===== src/rtl/smi_stat_pkg.sv =====
package smi_stat_pkg;
  localparam int NSRC = 9;

  localparam int BIT_IRQ1  = 0;
  localparam int BIT_IRQ3  = 1;
  localparam int BIT_IRQ4  = 2;
  localparam int BIT_IRQ8  = 3;
  localparam int BIT_IRQ12 = 4;
  localparam int BIT_FOFF  = 5;
  localparam int BIT_EXT   = 6;
  localparam int BIT_PMCTL = 7;
  localparam int BIT_KBD   = 8;

  typedef enum logic [1:0] {
    SEL_STATUS = 2'd0,
    SEL_ENABLE = 2'd1,
    SEL_RELOAD = 2'd2,
    SEL_COUNT  = 2'd3
  } reg_sel_e;
endpackage


===== src/rtl/smi_fastoff_timer.sv =====
module smi_fastoff_timer #(
  parameter int          CNT_W   = 16,
  parameter logic [CNT_W-1:0] FO_INIT = '1
) (
  input  logic             clk,
  input  logic             rst,
  input  logic             activity,
  input  logic             load_we,
  input  logic [CNT_W-1:0] load_val,
  output logic [CNT_W-1:0] reload_q,
  output logic [CNT_W-1:0] count_q,
  output logic             expire_q
);
  logic at_zero;
  assign at_zero = (count_q == '0);

  always_ff @(posedge clk) begin
    if (rst) begin
      reload_q <= FO_INIT;
      count_q  <= FO_INIT;
      expire_q <= 1'b0;
    end else begin
      expire_q <= at_zero && !activity && !load_we;
      if (load_we) begin
        reload_q <= load_val;
        count_q  <= load_val;
      end else if (activity || at_zero) begin
        count_q <= reload_q;
      end else begin
        count_q <= count_q - 1'b1;
      end
    end
  end

  assert_restart_R8: assert property (@(posedge clk) disable iff (rst)
    (at_zero && !activity && !load_we) |=> (expire_q && count_q == $past(reload_q)));

  assert_activity_R9: assert property (@(posedge clk) disable iff (rst)
    (activity && !load_we) |=> (!expire_q && count_q == $past(reload_q)));

  assert_load_R10: assert property (@(posedge clk) disable iff (rst)
    load_we |=> (count_q == $past(load_val) && reload_q == $past(load_val)));
endmodule


===== src/rtl/smi_status_bank.sv =====
module smi_status_bank #(
  parameter int NSRC = 9
) (
  input  logic            clk,
  input  logic            rst,
  input  logic [NSRC-1:0] set_i,
  input  logic [NSRC-1:0] clr_i,
  output logic [NSRC-1:0] status_o
);
  for (genvar g = 0; g < NSRC; g++) begin : g_bit
    always_ff @(posedge clk) begin
      if (rst)            status_o[g] <= 1'b0;
      else if (set_i[g])  status_o[g] <= 1'b1;
      else if (clr_i[g])  status_o[g] <= 1'b0;
    end

    assert_set_wins_R5: assert property (@(posedge clk) disable iff (rst)
      set_i[g] |=> status_o[g]);

    assert_sticky_R4: assert property (@(posedge clk) disable iff (rst)
      (status_o[g] && !clr_i[g]) |=> status_o[g]);

    assert_clear_R4: assert property (@(posedge clk) disable iff (rst)
      (clr_i[g] && !set_i[g]) |=> !status_o[g]);

    assert_no_spurious_R3: assert property (@(posedge clk) disable iff (rst)
      (!status_o[g] && !set_i[g]) |=> !status_o[g]);
  end
endmodule


===== src/rtl/smi_regbus.sv =====
module smi_regbus
  import smi_stat_pkg::*;
#(
  parameter int DATA_W = 16,
  parameter int NBITS  = 9,
  parameter int CNT_W  = 16
) (
  input  logic              clk,
  input  logic              rst,
  input  logic              bus_wr,
  input  logic [1:0]        bus_addr,
  input  logic [DATA_W-1:0] bus_wdata,
  input  logic [NBITS-1:0]  status_i,
  input  logic [CNT_W-1:0]  reload_i,
  input  logic [CNT_W-1:0]  count_i,
  output logic [NBITS-1:0]  clr_o,
  output logic [NBITS-1:0]  enable_q,
  output logic              reload_we_o,
  output logic [CNT_W-1:0]  reload_val_o,
  output logic [DATA_W-1:0] rdata_q
);
  reg_sel_e sel;
  logic [DATA_W-1:0] rd_mux;

  assign sel          = reg_sel_e'(bus_addr);
  assign clr_o        = (bus_wr && sel == SEL_STATUS) ? ~bus_wdata[NBITS-1:0] : '0;
  assign reload_we_o  = bus_wr && (sel == SEL_RELOAD);
  assign reload_val_o = bus_wdata[CNT_W-1:0];

  always_ff @(posedge clk) begin
    if (rst) enable_q <= '0;
    else if (bus_wr && sel == SEL_ENABLE) enable_q <= bus_wdata[NBITS-1:0];
  end

  always_comb begin
    rd_mux = '0;
    unique case (sel)
      SEL_STATUS: rd_mux[NBITS-1:0] = status_i;
      SEL_ENABLE: rd_mux[NBITS-1:0] = enable_q;
      SEL_RELOAD: rd_mux[CNT_W-1:0] = reload_i;
      SEL_COUNT:  rd_mux[CNT_W-1:0] = count_i;
      default:    rd_mux = '0;
    endcase
  end

  always_ff @(posedge clk) begin
    if (rst) rdata_q <= '0;
    else     rdata_q <= rd_mux;
  end

  assert_reserved_zero_R2: assert property (@(posedge clk) disable iff (rst)
    ($past(bus_addr) inside {2'd0, 2'd1} && !$past(rst)) |-> (rdata_q[DATA_W-1:NBITS] == '0));
endmodule


===== src/rtl/smi_event_status.sv =====
module smi_event_status
  import smi_stat_pkg::*;
#(
  parameter int DATA_W = 16,
  parameter int CNT_W  = 16,
  parameter logic [CNT_W-1:0] FO_INIT = '1
) (
  input  logic              clk,
  input  logic              rst,
  input  logic              evt_kbd,
  input  logic              evt_pmctl,
  input  logic              evt_ext,
  input  logic              irq1,
  input  logic              irq3,
  input  logic              irq4,
  input  logic              irq8_n,
  input  logic              irq12,
  input  logic              fo_activity,
  input  logic              bus_wr,
  input  logic [1:0]        bus_addr,
  input  logic [DATA_W-1:0] bus_wdata,
  output logic [DATA_W-1:0] bus_rdata,
  output logic              smi_o
);
  logic [NSRC-1:0]  set_vec, clr_vec, status, enable;
  logic [CNT_W-1:0] reload, count, reload_val;
  logic             reload_we, expire;

  always_comb begin
    set_vec            = '0;
    set_vec[BIT_IRQ1]  = irq1;
    set_vec[BIT_IRQ3]  = irq3;
    set_vec[BIT_IRQ4]  = irq4;
    set_vec[BIT_IRQ8]  = !irq8_n;
    set_vec[BIT_IRQ12] = irq12;
    set_vec[BIT_FOFF]  = expire;
    set_vec[BIT_EXT]   = evt_ext;
    set_vec[BIT_PMCTL] = evt_pmctl;
    set_vec[BIT_KBD]   = evt_kbd;
  end

  smi_fastoff_timer #(.CNT_W(CNT_W), .FO_INIT(FO_INIT)) u_timer (
    .clk(clk), .rst(rst), .activity(fo_activity),
    .load_we(reload_we), .load_val(reload_val),
    .reload_q(reload), .count_q(count), .expire_q(expire)
  );

  smi_status_bank #(.NSRC(NSRC)) u_bank (
    .clk(clk), .rst(rst), .set_i(set_vec), .clr_i(clr_vec), .status_o(status)
  );

  smi_regbus #(.DATA_W(DATA_W), .NBITS(NSRC), .CNT_W(CNT_W)) u_bus (
    .clk(clk), .rst(rst), .bus_wr(bus_wr), .bus_addr(bus_addr), .bus_wdata(bus_wdata),
    .status_i(status), .reload_i(reload), .count_i(count),
    .clr_o(clr_vec), .enable_q(enable), .reload_we_o(reload_we),
    .reload_val_o(reload_val), .rdata_q(bus_rdata)
  );

  always_ff @(posedge clk) begin
    if (rst) smi_o <= 1'b0;
    else     smi_o <= |(status & enable);
  end

  assert_smi_high_R7: assert property (@(posedge clk) disable iff (rst)
    (|(status & enable)) |=> smi_o);

  assert_smi_low_R7: assert property (@(posedge clk) disable iff (rst)
    !(|(status & enable)) |=> !smi_o);

  assert_reset_R1: assert property (@(posedge clk)
    rst |=> (status == '0 && enable == '0 && !smi_o && bus_rdata == '0));
endmodule


===== config.mk =====
export PLATFORM = sky130hd
export DESIGN_NAME = smi_event_status
export DESIGN_NICKNAME = d
export VERILOG_FILES = /design/src/rtl/smi_stat_pkg.sv /design/src/rtl/smi_fastoff_timer.sv /design/src/rtl/smi_status_bank.sv /design/src/rtl/smi_regbus.sv /design/src/rtl/smi_event_status.sv
export SDC_FILE = /design/constraint.sdc
export NUM_CORES = 1
export LEC_CHECK = 0
export ABC_AREA = 1
export BUFFER_PORTS_ARGS = -buffer_cell sky130_fd_sc_hd__buf_2
export CAP_MARGIN = 20
export CORE_MARGIN = 5
export CORE_UTILIZATION = 30
export DETAILED_ROUTE_END_ITERATION = 6
export GPL_ROUTABILITY_DRIVEN = 0
export MAX_ROUTING_LAYER = met4
export PLACE_DENSITY_LB_ADDON = 0.1
export SYNTH_ARGS = -nofsm -noshare
export SYNTH_HDL_FRONTEND = slang
export SYNTH_HIERARCHICAL = 1
export SYNTH_SLANG_ARGS = --single-unit

===== constraint.sdc =====
create_clock -name clk -period 1.83 [get_ports clk]
set_input_delay 0.366 -clock clk [delete_from_list [all_inputs] [get_ports clk]]
set_output_delay 0.366 -clock clk [all_outputs]
set_load 0.02 [all_outputs]

==> flow_summary.ini <==
[die]
initial_core_util_pct = 30.6
coreArea_sq_mm = 0.0114
die_w_microns = 118
pin_count = 47
die_area_sq_mm = 0.0138
die_y_microns = 118
row_count = 39

[pwr]
vdd_drop_max_v = 0.000739
combPwrFrac_pct = 12.1
switching_share_pct = 26.6
clkPwrFrac_pct = 44.4
power.net_switching_mw = 0.995
internal_power_mw = 2.75
sequentialPowerShare_pct = 43.5
powerDensity_mw_per_mm2 = 936
p_leak_nw = 1.90

[clock_network]
cts.repair.resized = 0
worstSkewPairLatency_ps = 340
numClockSinks = 68
cts_tree = yes
cts.clk_slew.worst_paths_ps = 50
cts_max_level = 3
postCtsSetupBuffers = 0
clk_path_buf_depth = 2
root_buffer = clkbuf_16
hold_buffers = 0
numCtsBuffers = 9

[synthesis]
synthCells = 494
syn-mean-instance-area_sq_um = 7.03
synth_seq_area_share_pct = 39.2
synth.top_cell.area_share_pct = 39.2
ys_warn_count = 6
synth_seq_cells = 68
synth_area_sq_mm = 0.00347
synthesis.nets = 525
yosys-top-cells-area = dfxtp_1 (39%), nand2_1 (15%), nor2_1 (7.5%)
synth_top_cell_by_area = dfxtp_1
yosysUniqueCellTypes = 31

[worst_setup_path]
r2r_cells = 8
critical_path_class = reg -> reg
critPathArrivalTime_ps = 1880
start_kind = flop
end_kind = flop
path_max_fanout = 10
critPathRequiredTime_ps = 2070

[final_layout]
diodes = 0
layout_commonest_cell = nand2_1
syn_to_final_growth_pct = 15.1
final_nets = 556
mostFrequentLayoutCells = nand2_1 (138), nor2_1 (69), dfxtp_1 (68), buf_2 (46), nand3_1 (44)
fin_cells = 673
finalCoreUtilization_pct = 35.2
final_layout_size_suffix_gt1_share_pct = 19.4

[outcome]
status = complete, no violations

[sta]
min_period_ps = 1640
rsz0062_at_grt = false
fmax_mhz = 608
tightest_slew_ps = 587
fin_crit_sh_pct = 89.9
fin_skew_ps = 6.52
slew_violations = 0
tns_ps = 0
max_slew_margin_pct = 60.8
hold_viol = 0
setup_violations = 0

[placement]
dp_cells = 657
dp_hpwl_microns = 6640
portBuffers = 46

[drt]
routed_wl_microns = 9380
avgViaCountPerCell = 4.64
ant_nets = 0
dr.pass1.iters = 4
drtIter0Drc = 126
drc = 0
wl_per_cell_microns = 13.9
via_count = 3124

[run]
max-cap-violations = 0

[worst_hold_path]
hold_class = in -> reg
holdPathStages = 3

[global_route]
grtUsageTotal_pct = 14.6
grt_pass1_vias = 3060
grt_pass1_wl_microns = 15800
grt_antenna_before_repair = 0
grt_start_max_net_pins = 37
grt_overflow_total = 0
==> final timing paths <==
check	startpoint	to	slack, ps
worst min register to register	u_timer/reload_q[14]$_SDFFE_PP1P_	u_bus/rdata_q[14]$_SDFF_PP0_	460
worst max-delay path	u_timer/count_q[0]$_SDFF_PP1_	u_timer/count_q[0]$_SDFF_PP1_	190
worst min-delay path	evt_pmctl	u_bank/status_o[7]$_SDFFE_PP0P_	270
worst max register to register	u_timer/count_q[0]$_SDFF_PP1_	u_timer/count_q[0]$_SDFF_PP1_	190
==> power by group through the flow <==
stage | Clock [mW] | Sequential, mW | Combinational [mW]
6_report | 1.66 | 1.63 | 0.452
5_1_grt | 1.77 | 1.64 | 0.516
4_1_cts | 1.72 | 1.63 | 0.458
3_5_place_dp | 0 | 1.66 | 0.455
3_3_place_gp | 0 | 1.66 | 0.456
2_1_floorplan | 0 | 1.68 | 0.302
==> per-stage QoR <==
step	instance area, sq um	power [mW]	hold slack [ps]	setup slack, ps
global placement	3710	2.12	456	166
finish	4000	3.74	273	185
detailed placement	3710	2.12	451	152
global route	4000	3.92	275	30.4
CTS	4000	3.81	261	183
floorplan	3470	1.98	426	220
==> cells in the mapped netlist (all sizes together) <==
| cell type | count |
|---|---|
| nand2 | 144 |
| nor2 | 77 |
| dfxtp | 68 |
| nand3 | 47 |
| a21oi | 45 |
| inv | 42 |
| buf | 32 |
| o21ai | 16 |
| nand4 | 11 |
| nand3b | 3 |
| clkbuf | 2 |
| xnor2 | 2 |
| xor2 | 2 |
| and3 | 1 |
| ha | 1 |
| nor4 | 1 |
==> registers in the layout (all words and copies together), names as in the netlist <==
name / flops
smi_o: 1
u_timer/count_q: 16
u_timer/expire_q: 1
u_bank/status_o: 9
u_bus/rdata_q: 16
u_bus/enable_q: 9
u_timer/reload_q: 16
==> worst max-delay path, cell delays in order, from the launching register on <==
cell and delay [ps]:
dfxtp_1 360, inv_1 90, ha_1 250, nand2_4 150, nor2_4 90, a21oi_4 350, nand3_1 130, nand2_1 90
inv_1 30
==> kinds of logic (layout without fill, tap and decap cells) <==
| logic type | Yosys count | count (layout) | share of synthesized area [%] |
|---|---|---|---|
| AND/OR/NAND/NOR | 284 | 284 | 37.1 |
| adder cells (fa/ha/maj) | 1 | 1 | 0.360 |
| flip-flops | 68 | 68 | 39.2 |
| AO/OA/AOI/OAI | 61 | 61 | 10.3 |
| buffers and inverters | 76 | 112 | 12.1 |
| XOR/XNOR | 4 | 4 | 1.01 |
==> layout make-up <==
class                      instances  area, sq um
sequential                        68         1360
multi-input combinational        350         1690
fill                            1249         7370
timing repair buffer              54          315
clock buffer                      12          267
tap                              143          179
inverter                          42          163
clock inverter                     4         22.5
==> routing by layer <==
metal / up-vias / wire, microns / global-route usage (%)
li1: 1628 / - / -
met1: 1400 / 4410 / 18.6
met4: 0 / 122 / 4.37
met5: - / 0 / -
met2: 80 / 4330 / 22.2
met3: 16 / 516 / 4.71
(Power assumes the default switching activity.)
